`config.mk`:
```
export PLATFORM = sky130hd
export DESIGN_NAME = uart_tx_de
export DESIGN_NICKNAME = d
export VERILOG_FILES = /design/src/rtl/uart_tx_pkg.sv /design/src/rtl/uart_tx_framer.sv /design/src/rtl/uart_tx_bit_timer.sv /design/src/rtl/uart_tx_en_ctrl.sv /design/src/rtl/uart_tx_de.sv
export SDC_FILE = /design/constraint.sdc
export NUM_CORES = 1
export LEC_CHECK = 0
export BUFFER_PORTS_ARGS = -buffer_cell sky130_fd_sc_hd__buf_4
export CORE_MARGIN = 4
export CORE_UTILIZATION = 30
export DETAILED_ROUTE_END_ITERATION = 8
export HOLD_SLACK_MARGIN = 0.02
export PLACE_DENSITY = 0.56
export SYNTH_ARGS = -nofsm -noshare
export SYNTH_HDL_FRONTEND = slang
export SYNTH_SLANG_ARGS = --single-unit
```
`constraint.sdc`:
```
create_clock -name clk_i -period 7.2 [get_ports clk_i]
set_input_delay 1.44 -clock clk_i [delete_from_list [all_inputs] [get_ports clk_i]]
set_output_delay 1.44 -clock clk_i [all_outputs]
set_load 0.005 [all_outputs]
```
`src/rtl/uart_tx_pkg.sv`:
```
package uart_tx_pkg;
  localparam int DATA_W  = 9;
  localparam int FRAME_W = 12;
  localparam int LEN_W   = 4;

  typedef enum logic [1:0] {S_IDLE, S_LEAD, S_SHIFT, S_LAG} tx_state_e;

  typedef struct packed {
    logic [1:0] wl;
    logic       pen;
    logic       podd;
    logic       two_stop;
  } fmt_cfg_t;

  function automatic logic [LEN_W-1:0] word_bits(input logic [1:0] wl);
    case (wl)
      2'b01:   return LEN_W'(9);
      2'b10:   return LEN_W'(7);
      default: return LEN_W'(8);
    endcase
  endfunction
endpackage

```
`src/rtl/uart_tx_framer.sv`:
```
module uart_tx_framer
  import uart_tx_pkg::*;
(
  input  logic [DATA_W-1:0]  data_i,
  input  fmt_cfg_t           fmt_i,
  output logic [FRAME_W-1:0] frame_o,
  output logic [LEN_W-1:0]   flen_o
);
  logic [LEN_W-1:0] w;
  logic             par;

  always_comb begin
    w       = word_bits(fmt_i.wl);
    par     = fmt_i.podd;
    frame_o = '1;
    frame_o[0] = 1'b0;
    for (int i = 0; i < DATA_W; i++) begin
      if (i < int'(w) - 1) par = par ^ data_i[i];
    end
    for (int i = 0; i < DATA_W; i++) begin
      if (i < int'(w)) begin
        frame_o[i+1] = (fmt_i.pen && i == int'(w) - 1) ? par : data_i[i];
      end
    end
    flen_o = w + (fmt_i.two_stop ? LEN_W'(3) : LEN_W'(2));
  end
endmodule

```
`src/rtl/uart_tx_bit_timer.sv`:
```
module uart_tx_bit_timer #(
  parameter int DIV_W = 16
) (
  input  logic             clk_i,
  input  logic             rst_ni,
  input  logic             run_i,
  input  logic [DIV_W-1:0] div_i,
  output logic             tick_o
);
  localparam logic [DIV_W-1:0] ONE = DIV_W'(1);
  logic [DIV_W-1:0] cnt_q, div_m1;

  assign div_m1 = (div_i == '0) ? '0 : div_i - ONE;
  assign tick_o = run_i && (cnt_q == div_m1);

  always_ff @(posedge clk_i or negedge rst_ni) begin
    if (!rst_ni)                cnt_q <= '0;
    else if (!run_i || tick_o)  cnt_q <= '0;
    else                        cnt_q <= cnt_q + ONE;
  end
endmodule

```
`src/rtl/uart_tx_en_ctrl.sv`:
```
module uart_tx_en_ctrl #(
  parameter int DIV_W = 16
) (
  input  logic             clk_i,
  input  logic             rst_ni,
  input  logic             en_i,
  input  logic             tx_en_i,
  input  logic [DIV_W-1:0] div_i,
  input  logic             idle_done_i,
  output logic             ack_o,
  output logic             idle_req_o
);
  localparam logic [DIV_W-1:0] ONE = DIV_W'(1);
  logic             te_q, busy_q, ack_q, idle_q;
  logic [DIV_W-1:0] dly_q, div_m1;

  assign div_m1     = (div_i == '0) ? '0 : div_i - ONE;
  assign ack_o      = ack_q;
  assign idle_req_o = idle_q;

  always_ff @(posedge clk_i or negedge rst_ni) begin
    if (!rst_ni) begin
      te_q <= 1'b0; busy_q <= 1'b0; ack_q <= 1'b0; idle_q <= 1'b0; dly_q <= '0;
    end else if (!en_i) begin
      te_q <= 1'b0; busy_q <= 1'b0; ack_q <= 1'b0; idle_q <= 1'b0; dly_q <= '0;
    end else begin
      te_q <= tx_en_i;
      if (tx_en_i && !te_q) begin
        // rising enable: restart the one-bit delay and queue an idle frame
        ack_q  <= 1'b0;
        busy_q <= 1'b1;
        dly_q  <= div_m1;
        idle_q <= 1'b1;
      end else begin
        if (!tx_en_i) begin
          ack_q  <= 1'b0;
          busy_q <= 1'b0;
        end else if (busy_q) begin
          if (dly_q == '0) begin
            ack_q  <= 1'b1;
            busy_q <= 1'b0;
          end else begin
            dly_q <= dly_q - ONE;
          end
        end
        if (idle_done_i) idle_q <= 1'b0;
      end
    end
  end

  assert_ack_drops_R8: assert property (@(posedge clk_i) disable iff (!rst_ni)
    (en_i && !tx_en_i) |=> !ack_q);
endmodule

```
`src/rtl/uart_tx_de.sv`:
```
module uart_tx_de
  import uart_tx_pkg::*;
#(
  parameter int DIV_W = 16,
  parameter int DE_W  = 5
) (
  input  logic              clk_i,
  input  logic              rst_ni,
  input  logic              en_i,
  input  logic              tx_en_i,
  input  logic [1:0]        word_len_i,
  input  logic              par_en_i,
  input  logic              par_odd_i,
  input  logic              two_stop_i,
  input  logic [DE_W-1:0]   de_lead_i,
  input  logic [DE_W-1:0]   de_lag_i,
  input  logic [DIV_W-1:0]  baud_div_i,
  input  logic              wr_valid_i,
  input  logic [DATA_W-1:0] wr_data_i,
  output logic              wr_ready_o,
  output logic              tx_o,
  output logic              de_o,
  output logic              tx_en_ack_o,
  output logic              tx_done_o
);
  localparam logic [DE_W-1:0]  DE_ONE  = DE_W'(1);
  localparam logic [LEN_W-1:0] LEN_ONE = LEN_W'(1);

  fmt_cfg_t           fmt_q;
  logic [DE_W-1:0]    lead_q, lag_q, cnt_q;
  logic [DIV_W-1:0]   div_q;
  tx_state_e          state_q;
  logic               tx_q, de_q, pend_q, tc_q, idle_frm_q;
  logic [DATA_W-1:0]  hold_q;
  logic [FRAME_W-1:0] sh_q, frame;
  logic [LEN_W-1:0]   bits_q, flen;
  logic               ack, idle_req, idle_done, tick, wr_acc;

  // configuration capture, only while disabled
  always_ff @(posedge clk_i or negedge rst_ni) begin
    if (!rst_ni) begin
      fmt_q <= '0; lead_q <= '0; lag_q <= '0; div_q <= '0;
    end else if (!en_i) begin
      fmt_q  <= '{wl: word_len_i, pen: par_en_i, podd: par_odd_i, two_stop: two_stop_i};
      lead_q <= de_lead_i;
      lag_q  <= de_lag_i;
      div_q  <= baud_div_i;
    end
  end

  uart_tx_framer u_framer (
    .data_i (hold_q),
    .fmt_i  (fmt_q),
    .frame_o(frame),
    .flen_o (flen)
  );

  uart_tx_bit_timer #(.DIV_W(DIV_W)) u_timer (
    .clk_i (clk_i),
    .rst_ni(rst_ni),
    .run_i (state_q == S_SHIFT),
    .div_i (div_q),
    .tick_o(tick)
  );

  assign idle_done = en_i && (state_q == S_IDLE) && ack && idle_req;

  uart_tx_en_ctrl #(.DIV_W(DIV_W)) u_en_ctrl (
    .clk_i      (clk_i),
    .rst_ni     (rst_ni),
    .en_i       (en_i),
    .tx_en_i    (tx_en_i),
    .div_i      (div_q),
    .idle_done_i(idle_done),
    .ack_o      (ack),
    .idle_req_o (idle_req)
  );

  assign wr_ready_o  = en_i && !pend_q;
  assign wr_acc      = wr_valid_i && wr_ready_o;
  assign tx_o        = tx_q | ~en_i;
  assign de_o        = de_q & en_i;
  assign tx_en_ack_o = ack & en_i;
  assign tx_done_o   = tc_q & en_i;

  always_ff @(posedge clk_i or negedge rst_ni) begin
    if (!rst_ni) begin
      state_q <= S_IDLE; tx_q <= 1'b1; de_q <= 1'b0; pend_q <= 1'b0; tc_q <= 1'b0;
      idle_frm_q <= 1'b0; hold_q <= '0; sh_q <= '1; bits_q <= '0; cnt_q <= '0;
    end else if (!en_i) begin
      state_q <= S_IDLE; tx_q <= 1'b1; de_q <= 1'b0; pend_q <= 1'b0; tc_q <= 1'b0;
      idle_frm_q <= 1'b0; sh_q <= '1; bits_q <= '0; cnt_q <= '0;
    end else begin
      if (wr_acc) begin
        pend_q <= 1'b1;
        hold_q <= wr_data_i;
        tc_q   <= 1'b0;
      end
      unique case (state_q)
        S_IDLE: begin
          if (ack && idle_req) begin
            state_q    <= S_SHIFT;
            idle_frm_q <= 1'b1;
            sh_q       <= '1;
            bits_q     <= flen - LEN_ONE;
          end else if (ack && tx_en_i && pend_q) begin
            pend_q     <= 1'b0;
            de_q       <= 1'b1;
            idle_frm_q <= 1'b0;
            if (lead_q == '0) begin
              tx_q    <= frame[0];
              sh_q    <= {1'b1, frame[FRAME_W-1:1]};
              bits_q  <= flen - LEN_ONE;
              state_q <= S_SHIFT;
            end else begin
              sh_q    <= frame;
              cnt_q   <= lead_q - DE_ONE;
              state_q <= S_LEAD;
            end
          end
        end
        S_LEAD: begin
          if (cnt_q == '0) begin
            tx_q    <= sh_q[0];
            sh_q    <= {1'b1, sh_q[FRAME_W-1:1]};
            bits_q  <= flen - LEN_ONE;
            state_q <= S_SHIFT;
          end else begin
            cnt_q <= cnt_q - DE_ONE;
          end
        end
        S_SHIFT: begin
          if (tick) begin
            if (bits_q == '0) begin
              tx_q <= 1'b1;
              if (idle_frm_q) begin
                idle_frm_q <= 1'b0;
                state_q    <= S_IDLE;
              end else begin
                if (!pend_q && !wr_acc) tc_q <= 1'b1;
                if (lag_q == '0) begin
                  de_q    <= 1'b0;
                  state_q <= S_IDLE;
                end else begin
                  cnt_q   <= lag_q - DE_ONE;
                  state_q <= S_LAG;
                end
              end
            end else begin
              tx_q   <= sh_q[0];
              sh_q   <= {1'b1, sh_q[FRAME_W-1:1]};
              bits_q <= bits_q - LEN_ONE;
            end
          end
        end
        S_LAG: begin
          if (cnt_q == '0) begin
            de_q    <= 1'b0;
            state_q <= S_IDLE;
          end else begin
            cnt_q <= cnt_q - DE_ONE;
          end
        end
        default: state_q <= S_IDLE;
      endcase
    end
  end

  assert_tx_low_needs_de_R5: assert property (@(posedge clk_i) disable iff (!rst_ni)
    !tx_o |-> de_o);
  assert_frame_needs_ack_R8: assert property (@(posedge clk_i) disable iff (!rst_ni)
    $rose(de_q) |-> $past(ack));
  assert_write_clears_done_R10: assert property (@(posedge clk_i) disable iff (!rst_ni)
    (wr_valid_i && wr_ready_o) |=> !tx_done_o);
  assert_disable_discards_R11: assert property (@(posedge clk_i) disable iff (!rst_ni)
    !en_i |=> (state_q == S_IDLE && !pend_q && !tc_q));
endmodule

```
==> out/results.tsv, run 1 <==
metric	value	unit
PostCTS Resize Cnt	0	
CP max stage cell	or4_1	
Cells after Synth	678	
post-cts hold buffer count	0	
maximum clock path buffer count	2	
Routability Congestion	0.8724	
crit path to	sh_q[0]	
Compound-Gate Fraction of Synth Area	13.34	%
Die Area	23730	um^2
crit share post-route	58.66	%
Area contributors post-synth	dfrtp_1 36%, mux2_2 8.3%, xnor2_1 4.7%	
RSZ-0062 raised after global routing	no	
WHS Path Cells	2	
PortBufs	49	
P_sw	0.0007814	W
status	complete, no violations	
largest net degree at the start of global routing	54	
DIE WIDTH	154.0	um
Main synth FF type	dfrtp_1	
Simple-Gate Fraction of Synth Area	20.10	%
Antenna Violating Nets Remaining	0	
Hold Path Class	reg2reg	
Crit path top cell by count	inv_1	
commonest cells in the synthesized netlist	91 x dfrtp_1, 69 x nand2_1, 61 x nor2_1	
Area Growth Syn to Fin	14.51	%
Synth Area in Adders	3.442	%
max cap viols	0	
crit path from	div_q[0]	
CP peak stage delay	0.90	ns
WL final	15830	um
Yosys Warn Count	0	
CP Max Fanout	24	
layout cell share with drive strength beyond 1	20.47	%
CTS Buf Count	9	
Max Clk Rate	236.8	MHz
initial antenna violation count	0	
Clk pwr share	24.1	%
H-Tree Depth	3	
min Tclk post-route	4.224	ns
Synth Area in XOR/XNOR	7.802	%
post-synth cell types	68	
post-synth net total	740	
CP cell instances	inv_1 -> ha_1 -> inv_1 -> or4_4 -> xnor2_2 -> nand3_1 -> or2_0 -> and3_1 -> or4_1 -> a21oi_4 -> mux2_2	
Initial Util	30.44	%
DR pass1 iterations	5	
Worst R2R Path Depth	11	
Post-synth EDFFs	0	
Critical Path Source Type	flip-flop	
Post-synth ARST share	100.0	%
initial DRC count	367	
setup TNS	0	ns
antenna cells	0	
DRC	0	
post-CTS setup buffer count	0	
Max Slew Vio Count	0	
R2R Path End	sh_q[0]	
Yosys top cell area share	35.59	%
synthesized area	6399	um^2
multiplexer area fraction after synthesis	11.95	%
Clk pin slew, worst setup/hold paths	0.07	ns
Rel. slew slack	50.42	%
Max IR drop VDD	0.1677	mV
Setup violations, final	0	
top-count cell post-synth	dfrtp_1	
clock sinks	102	
leading area contributor after synthesis	dfrtp_1	
Pint	0.001338	W
Flop pwr share	36.6	%
final hold vios	0	
first-pass GRT wire length	26470	um
Worst Setup Path Type	reg2reg	
syn_area_per_cell	9.438	um^2
global-route usage over all layers	13.52	%
routed vias	5139	
CTS tree	done	
reg2reg start	div_q[0]	
vias per cell	5.175	
core footprint	21020	um^2
required time worst endpoint	7.48	ns
row cnt	53	
Worst Skew	0.01089	ns
number of synthesized register bits	102	
fin util	34.86	%
sequential fraction of the synthesis area	40.11	%
Top-Level Pins	50	
logic gate share of total power	39.3	%
main combinational cell family by area after synthesis	simple AND/OR/NAND/NOR gates	
clk_lat worst skew	0.35	ns
die height	154.0	um
Pwr Density	289.3	nW/um^2
leakage power	3.145	nW
switching share of power	36.87	%
vias in the first global route	5050	
GR Overflow Total	0	
Tightest Pin Transition	0.7437	ns
crit path DAT	4.50	ns
wire per inst	15.94	um
CTS root buf	clkbuf_16	
Worst R2R Setup Slack	2.98	ns
NumNets Final	775	
Setup crit end kind	flip-flop	
hpwl dp	11590	um
## logic make-up (layout without fill, tap and decap cells)
logic type	count (synthesis)	in the layout
compound gates	129	129
xor+xnor	53	53
fa+ha+maj	17	17
buf+inv	51	91
flops	102	102
mux	67	67
simple gates	259	259
## worst max-delay path: cells and delay by family, from the launching register on
family	cells	cell delay (ns)
AO/OA/AOI/OAI	1	0.60
XOR/XNOR	1	0.22
AND/OR/NAND/NOR	5	1.94
multiplexers	1	0.40
adder cells (fa/ha/maj)	1	0.31
flip-flops	1	0.44
buffers and inverters	2	0.23
## worst min-delay path by stage
stage / from / to / slack, ns
final: tx_q / tx_q / 0.49
after global routing: tx_q / tx_q / 0.51
after CTS: tx_q / tx_q / 0.50
after detailed placement: tx_q / tx_q / 0.49
after global placement: tx_q / tx_q / 0.48
after floorplan: tx_q / tx_q / 0.46
## power groups by stage
stage	combinational, W	clock (W)	sequential [W]
final	0.000834	0.000511	0.000775
after detailed placement	0.000833	0	0.000782
after CTS	0.000837	0.000530	0.000775
after floorplan	0.000670	0	0.000749
after global placement	0.000830	0	0.000782
after global routing	0.000929	0.000552	0.000789
## through the flow
stage               instance area [um^2]  power, W  hold WS, ns  std cells  setup slack (ns)
floorplan                           6399  0.001419       0.4574        678             3.349
global placement                    7018  0.001612       0.4811        977             3.020
detailed placement                  7018  0.001615       0.4869        977             2.977
CTS                                 7327  0.002142       0.5012        993             2.999
global route                        7327  0.002270       0.5071        993             2.655
finish                              7327  0.002120       0.4932        993             2.976
## cells in the final DEF, fill, tap and decap left out, types with 6 or more instances in the layout
master / netlist / final
mux2_2: 47 / 47
and3_1: 22 / 22
dfrtp_1: 91 / 91
clkbuf_16: 0 / 9
nor2b_1: 6 / 6
nand3_1: 18 / 18
or4_1: 6 / 6
or3_1: 7 / 7
ha_1: 16 / 16
inv_1: 20 / 20
xor2_1: 16 / 16
a211oi_1: 7 / 7
and2_1: 7 / 7
nor2_1: 61 / 61
nor3b_1: 6 / 6
a22oi_1: 12 / 12
mux2_4: 7 / 7
nand4_1: 7 / 7
dfstp_2: 11 / 11
o21ai_0: 18 / 18
nand2b_1: 7 / 7
nor3_1: 24 / 24
o22ai_1: 6 / 6
buf_4: 0 / 54
xnor2_1: 34 / 34
nand2_1: 69 / 69
mux2i_1: 13 / 13
a21oi_1: 41 / 41
## flip-flops by register name, summed over array words and instances (netlist names), 2 cells and up
name,cells
hold_q,9
fmt_q,5
lead_q,5
u_en_ctrl.dly_q,16
div_q,16
lag_q,5
cnt_q,5
sh_q,10
state_q,2
u_timer.cnt_q,16
bits_q,4
## final cells by class
class                      instances  area [um^2]
timing repair buffer              54        405.4
inverter                          21        78.83
fill                            2165        13690
multi-input combinational        525         3623
clock inverter                     6        70.07
tap                              275        344.1
sequential                       102         2566
clock buffer                      10        239.0
## routing by layer
metal  vias up  part of all wire [%]  wire length [um]  GRT usage (%)
li1       2499                     -                 -              -
met1      2507                    51              8030          20.14
met2       117                    44              6906          20.07
met3        16                   4.4               696          2.674
met4         0                   1.2               195          3.364
met5         -                     0                 0              0
Note: power is estimated with default switching activity, not from simulation.
==> inputs of run 2 (changes only) <==
Clock period 7.2 ns to 3.92 ns, I/O delays scaled along.
==> out/results.tsv, run 2 (synthesis gave the netlist of run 1 again) <==
metric	value	unit	change
H-Tree Depth	3		unchanged
Die Area	23730	um^2	unchanged
Setup violations, final	0		unchanged
final hold vios	0		unchanged
crit share post-route	91.16	%	was 58.66%
DR pass1 iterations	4		was 5
WL final	15740	um	was 15,830 um
Tightest Pin Transition	0.9436	ns	was 0.7437 ns
Antenna Violating Nets Remaining	0		unchanged
vias per cell	5.059		was 5.175
Routability Congestion	0.8298		was 0.8724
PortBufs	49		unchanged
CP cell instances	or4_4 -> or4_4 -> xnor2_2 -> nand3_1 -> or2_0 -> and3_1 -> or4_1 -> a21oi_4 -> buf_12 -> mux2_2		was inv_1 -> ha_1 -> inv_1 -> or4_4 -> xnor2_2 -> nand3_1 -> or2_0 -> and3_1 -> or4_1 -> a21oi_4 -> mux2_2
hpwl dp	11380	um	was 11,590 um
Hold Path Class	reg2reg		unchanged
Critical Path Source Type	flip-flop		unchanged
maximum clock path buffer count	2		unchanged
GR Util met2	19.68	%	was 20.07%
CTS root buf	clkbuf_16		unchanged
most frequent cells in the layout	91 x dfrtp_1, 69 x nand2_1, 64 x buf_4		was 91 x dfrtp_1, 69 x nand2_1, 61 x nor2_1
min Tclk post-route	3.574	ns	was 4.224 ns
CTS Buf Count	9		unchanged
CP max stage cell	or4_1		unchanged
routed vias	5084		was 5,139
core footprint	21020	um^2	unchanged
CP Max Fanout	13		was 24
DIE WIDTH	154.0	um	unchanged
vias in the first global route	4959		was 5,050
Crit path top cell by count	or4_4		was inv_1
crit path DAT	3.86	ns	was 4.50 ns
RSZ-0062 raised after global routing	no		unchanged
CTS tree	done		unchanged
row cnt	53		unchanged
DRC	0		unchanged
Setup crit end kind	flip-flop		unchanged
initial DRC count	342		was 367
NumNets Final	787		was 775
Top-Level Pins	50		unchanged
Clk pin slew, worst setup/hold paths	0.07	ns	about the same
Max Clk Rate	279.8	MHz	was 236.8 MHz
clock sinks	102		unchanged
die height	154.0	um	unchanged
leakage power	3.220	nW	was 3.145 nW
Pwr Density	527.5	nW/um^2	was 289.3 nW/um^2
fin util	35.40	%	was 34.86%
Worst Skew	0.008021	ns	was 0.01089 ns
required time worst endpoint	4.20	ns	was 7.48 ns
wire per inst	15.66	um	was 15.94 um
GR Overflow Total	0		unchanged
status	complete, no violations		unchanged
clk_lat worst skew	0.35	ns	about the same
largest registers	div_q (16), u_en_ctrl.dly_q (16), u_timer.cnt_q (16)		unchanged
Initial Util	30.44	%	unchanged
CP peak stage delay	0.68	ns	was 0.90 ns
layout cell share with drive strength beyond 1	21.78	%	was 20.47%
antenna cells	0		unchanged
Max IR drop VDD	0.2364	mV	was 0.1677 mV
Max Slew Vio Count	0		unchanged
setup TNS	0	ns	unchanged
Rel. slew slack	37.09	%	was 50.42%
busiest grt layer	met1		unchanged
first-pass GRT wire length	26150	um	was 26,470 um
post-cts hold buffer count	0		unchanged
largest net degree at the start of global routing	72		was 54
GR Layer Usage met1	20.08	%	was 20.14%
initial antenna violation count	0		unchanged
global-route usage over all layers	13.35	%	was 13.52%
Worst Setup Path Type	reg2reg		unchanged
Area Growth Syn to Fin	16.29	%	was 14.51%
max cap viols	0		unchanged
commonest non-fill, non-tap cell in the layout	dfrtp_1		unchanged
met3 GRT Util	1.829	%	was 2.674%
[run 2: path summary, 6_finish.rpt]
check                                  to     start  depth (start not counted)  slack (ns)
worst max-delay path              sh_q[1]  div_q[3]                         10        0.35
worst min-delay path                 tx_q      tx_q                          2        0.50
worst max register to register    sh_q[1]  div_q[3]                         10        0.35
worst min register to register       tx_q      tx_q                          2        0.50
max in group asynchronous            tx_q    rst_ni                          2        2.62
min in group asynchronous       hold_q[3]    rst_ni                          1        0.55
[run 2: metal layers]
metal | share of wire (%) | routed length, um
met1 | 51 | 8052
met2 | 45 | 7020
met3 | 3.2 | 505
met4 | 1.0 | 160
met5 | 0 | 0
[run 2: area by class of cell]
type,instances,area (um^2)
Fill cell,2144,13580
Multi-Input combinational cell,525,3630
Sequential cell,102,2566
Timing Repair Buffer,66,520.5
Tap cell,275,344.1
Clock buffer,12,256.5
Inverter,21,78.83
Clock inverter,4,45.04
[run 2: report_power, final]
group / switching [W] / internal, W
Sequential: 0.000168 / 0.00125
Combinational: 0.000845 / 0.000731
Clock: 0.000403 / 0.000528
[run 2: critical path, delay by kind of cell, from the launching register on]
| family | cells | cell delay (ns) |
|---|---|---|
| compound gates | 1 | 0.20 |
| xor+xnor | 1 | 0.20 |
| buf+inv | 1 | 0.17 |
| flops | 1 | 0.46 |
| mux | 1 | 0.34 |
| simple gates | 6 | 2.13 |
[run 2: through the flow]
| stage | hold WS, ns | total power [W] | cells | setup slack, ns | instance area, um^2 |
|---|---|---|---|---|---|
| 5_1_grt | 0.5158 | 0.004198 | 1005 | 0.1662 | 7441 |
| 3_3_place_gp | 0.4808 | 0.002997 | 989 | 0.3616 | 7133 |
| 3_5_place_dp | 0.4887 | 0.003004 | 989 | 0.3084 | 7133 |
| 2_1_floorplan | 0.4574 | 0.002606 | 678 | 0.5398 | 6399 |
| 4_1_cts | 0.4991 | 0.003953 | 1005 | 0.2896 | 7435 |
| 6_report | 0.4989 | 0.003925 | 1005 | 0.3464 | 7441 |
[run 2: what timing repair did]
item | 4_1_cts | 5_1_grt
gates resized for setup | 0 | 1
setup endpoints to repair | 0 | 3
buffers inserted | 0 | 0
hold endpoints to repair | 0 | 0
==> inputs of run 3 (changes only) <==
Settings changed: CORE_ASPECT_RATIO from default to 0.5.
Clock period 3.92 ns to 3.3 ns, I/O delays scaled along.
==> out/results.tsv, run 3 (synthesis gave the netlist of run 1 again) <==
metric	value	unit	change
status	finished with violations		was complete, no violations
failing checks	setup timing		
vias in the first global route	5591		was 4,959
largest net degree at the start of global routing	69		was 72
Worst Hold Slack	0.2634	ns	was 0.4989 ns
post-cts hold buffer count	0		unchanged
Die Area	23870	um^2	was 23,730 um^2
die height	111.3	um	was 154.0 um
vias per cell	5.043		was 5.059
Max Slew Vio Count	0		unchanged
Pwr Density	597.2	nW/um^2	was 527.5 nW/um^2
Max IR drop VDD	0.2629	mV	was 0.2364 mV
crit share post-route	102.1	%	was 91.16%
DRC	0		unchanged
largest registers	div_q (16), u_en_ctrl.dly_q (16), u_timer.cnt_q (16)		unchanged
Antenna Violating Nets Remaining	0		unchanged
Hold Path Class	in2async		was reg2reg
hpwl dp	12180	um	was 11,380 um
commonest non-fill, non-tap cell in the layout	buf_4		was dfrtp_1
PortBufs	49		unchanged
Top-Level Pins	50		unchanged
CTS Buf Count	9		unchanged
max cap viols	0		unchanged
Buf/Inv on CP	3		was 1
CP cell instances	buf_4 -> or3_4 -> or4_1 -> or3_4 -> buf_6 -> o21ai_0 -> a22oi_1 -> or4_4 -> a21oi_4 -> buf_6 -> mux2_4		was or4_4 -> or4_4 -> xnor2_2 -> nand3_1 -> or2_0 -> and3_1 -> or4_1 -> a21oi_4 -> buf_12 -> mux2_2
dpl ws	-0.1740	ns	was 0.3084 ns
CTS tree	done		unchanged
placed insts	1034		was 989
Setup violations, final	12		was 0
min Tclk post-route	3.370	ns	was 3.574 ns
RSZ-0062 raised after global routing	yes		was no
antenna cells	0		unchanged
required time worst endpoint	3.58	ns	was 4.20 ns
first-pass GRT wire length	27500	um	was 26,150 um
Final Non-Filler Cells	1057		was 1,005
GR Overflow Total	0		unchanged
fin util	38.44	%	was 35.40%
clk_lat worst skew	0.35	ns	about the same
core footprint	20740	um^2	was 21,020 um^2
initial DRC count	317		was 342
crit path DAT	3.65	ns	was 3.86 ns
Top Family by Delay on Critical Path	simple AND/OR/NAND/NOR gates		unchanged
CP max stage cell	or4_4		was or4_1
H-Tree Depth	3		unchanged
Clk pin slew, worst setup/hold paths	0.07	ns	about the same
wire per inst	15.64	um	was 15.66 um
Critical Path Source Type	flip-flop		unchanged
Setup crit end kind	flip-flop		unchanged
final hold vios	0		unchanged
WL final	16530	um	was 15,740 um
DR pass1 iterations	5		was 4
Worst Skew	0.008821	ns	was 0.008021 ns
NumNets Final	841		was 787
CP peak stage delay	0.62	ns	was 0.68 ns
DIE WIDTH	214.5	um	was 154.0 um
initial antenna violation count	0		unchanged
clock sinks	102		unchanged
Routability Congestion	0.8596		was 0.8298
Rel. slew slack	59.29	%	was 37.09%
row cnt	37		was 53
most frequent cells in the layout	114 x buf_4, 91 x dfrtp_1, 69 x nand2_1		was 91 x dfrtp_1, 69 x nand2_1, 64 x buf_4
CTS root buf	clkbuf_16		unchanged
Post-DP Area	7491	um^2	was 7133 um^2
Initial Util	30.85	%	was 30.44%
CP Max Fanout	6		was 13
Area Growth Syn to Fin	24.58	%	was 16.29%
routed vias	5330		was 5,084
Tightest Pin Transition	0.6107	ns	was 0.9436 ns
maximum clock path buffer count	2		unchanged
Setup WS post-layout	-0.07002	ns	was 0.3464 ns
leakage power	3.522	nW	was 3.220 nW
layout cell share with drive strength beyond 1	29.46	%	was 21.78%
Worst Setup Path Type	reg2reg		unchanged
Max Clk Rate	296.7	MHz	was 279.8 MHz
post-route cell area	7971	um^2	was 7441 um^2
global-route usage over all layers	13.93	%	was 13.35%
-- run 3: changes by cell type in the layout (fill, tap and decap cells not counted), sizes merged --
cell | previous run | this run
buf | 66 | 120
clkbuf | 12 | 13
bufinv | 1 | 0
clkinvlp | 0 | 1
clkinv | 4 | 3
-- run 3: worst paths after layout --
path	slack, ns	cells after the start	startpoint	to
setup / recovery	-0.07	11	div_q[3]	sh_q[5]
hold / removal	0.26	1	rst_ni	hold_q[7]
setup reg to reg	-0.07	11	div_q[3]	sh_q[5]
hold reg to reg	0.50	2	tx_q	tx_q
max in group asynchronous	2.30	2	rst_ni	u_en_ctrl.dly_q[15]
min in group clk_i	0.50	2	tx_q	tx_q
-- run 3: through the flow --
stage	setup TNS [ns]	power, W
5_1_grt	-2.685	0.005093
4_1_cts	-0.6126	0.004752
2_1_floorplan	-0.3658	0.003098
6_report	-0.7011	0.004761
3_5_place_dp	-1.782	0.003634
3_3_place_gp	-1.081	0.003602
-- run 3: area by class of cell --
| cell class | instances | area (um^2) |
|---|---|---|
| Sequential cell | 102 | 2566 |
| Fill cell | 2094 | 12770 |
| Tap cell | 273 | 341.6 |
| Timing Repair Buffer | 120 | 932.1 |
| Clock buffer | 13 | 270.3 |
| Inverter | 21 | 78.83 |
| Multi-Input combinational cell | 525 | 3765 |
| Clock inverter | 3 | 17.52 |
-- run 3: where the power goes --
group / switching, W / internal (W)
Sequential: 0.000183 / 0.00149
Clock: 0.000466 / 0.000572
Combinational: 0.00106 / 0.000992
-- run 3: repair_timing --
| item | 4_1_cts | 5_1_grt |
|---|---|---|
| buffers inserted | 4 | 4 |
| pin swaps | 7 | 3 |
| endpoints found under the hold margin | 0 | 0 |
| setup endpoints to repair | 14 | 39 |
| gates resized for setup | 12 | 17 |
-- run 3: metal layers --
metal | part of all wire [%] | track usage, % | wire [um] | up-vias
met4 | 1.2 | 3.798 | 195 | 0
met5 | 0 | 0 | 0 | -
met3 | 2.8 | 2.738 | 464 | 13
li1 | - | - | - | 2626
met1 | 48 | 17.94 | 7856 | 2625
met2 | 48 | 23.98 | 8011 | 66
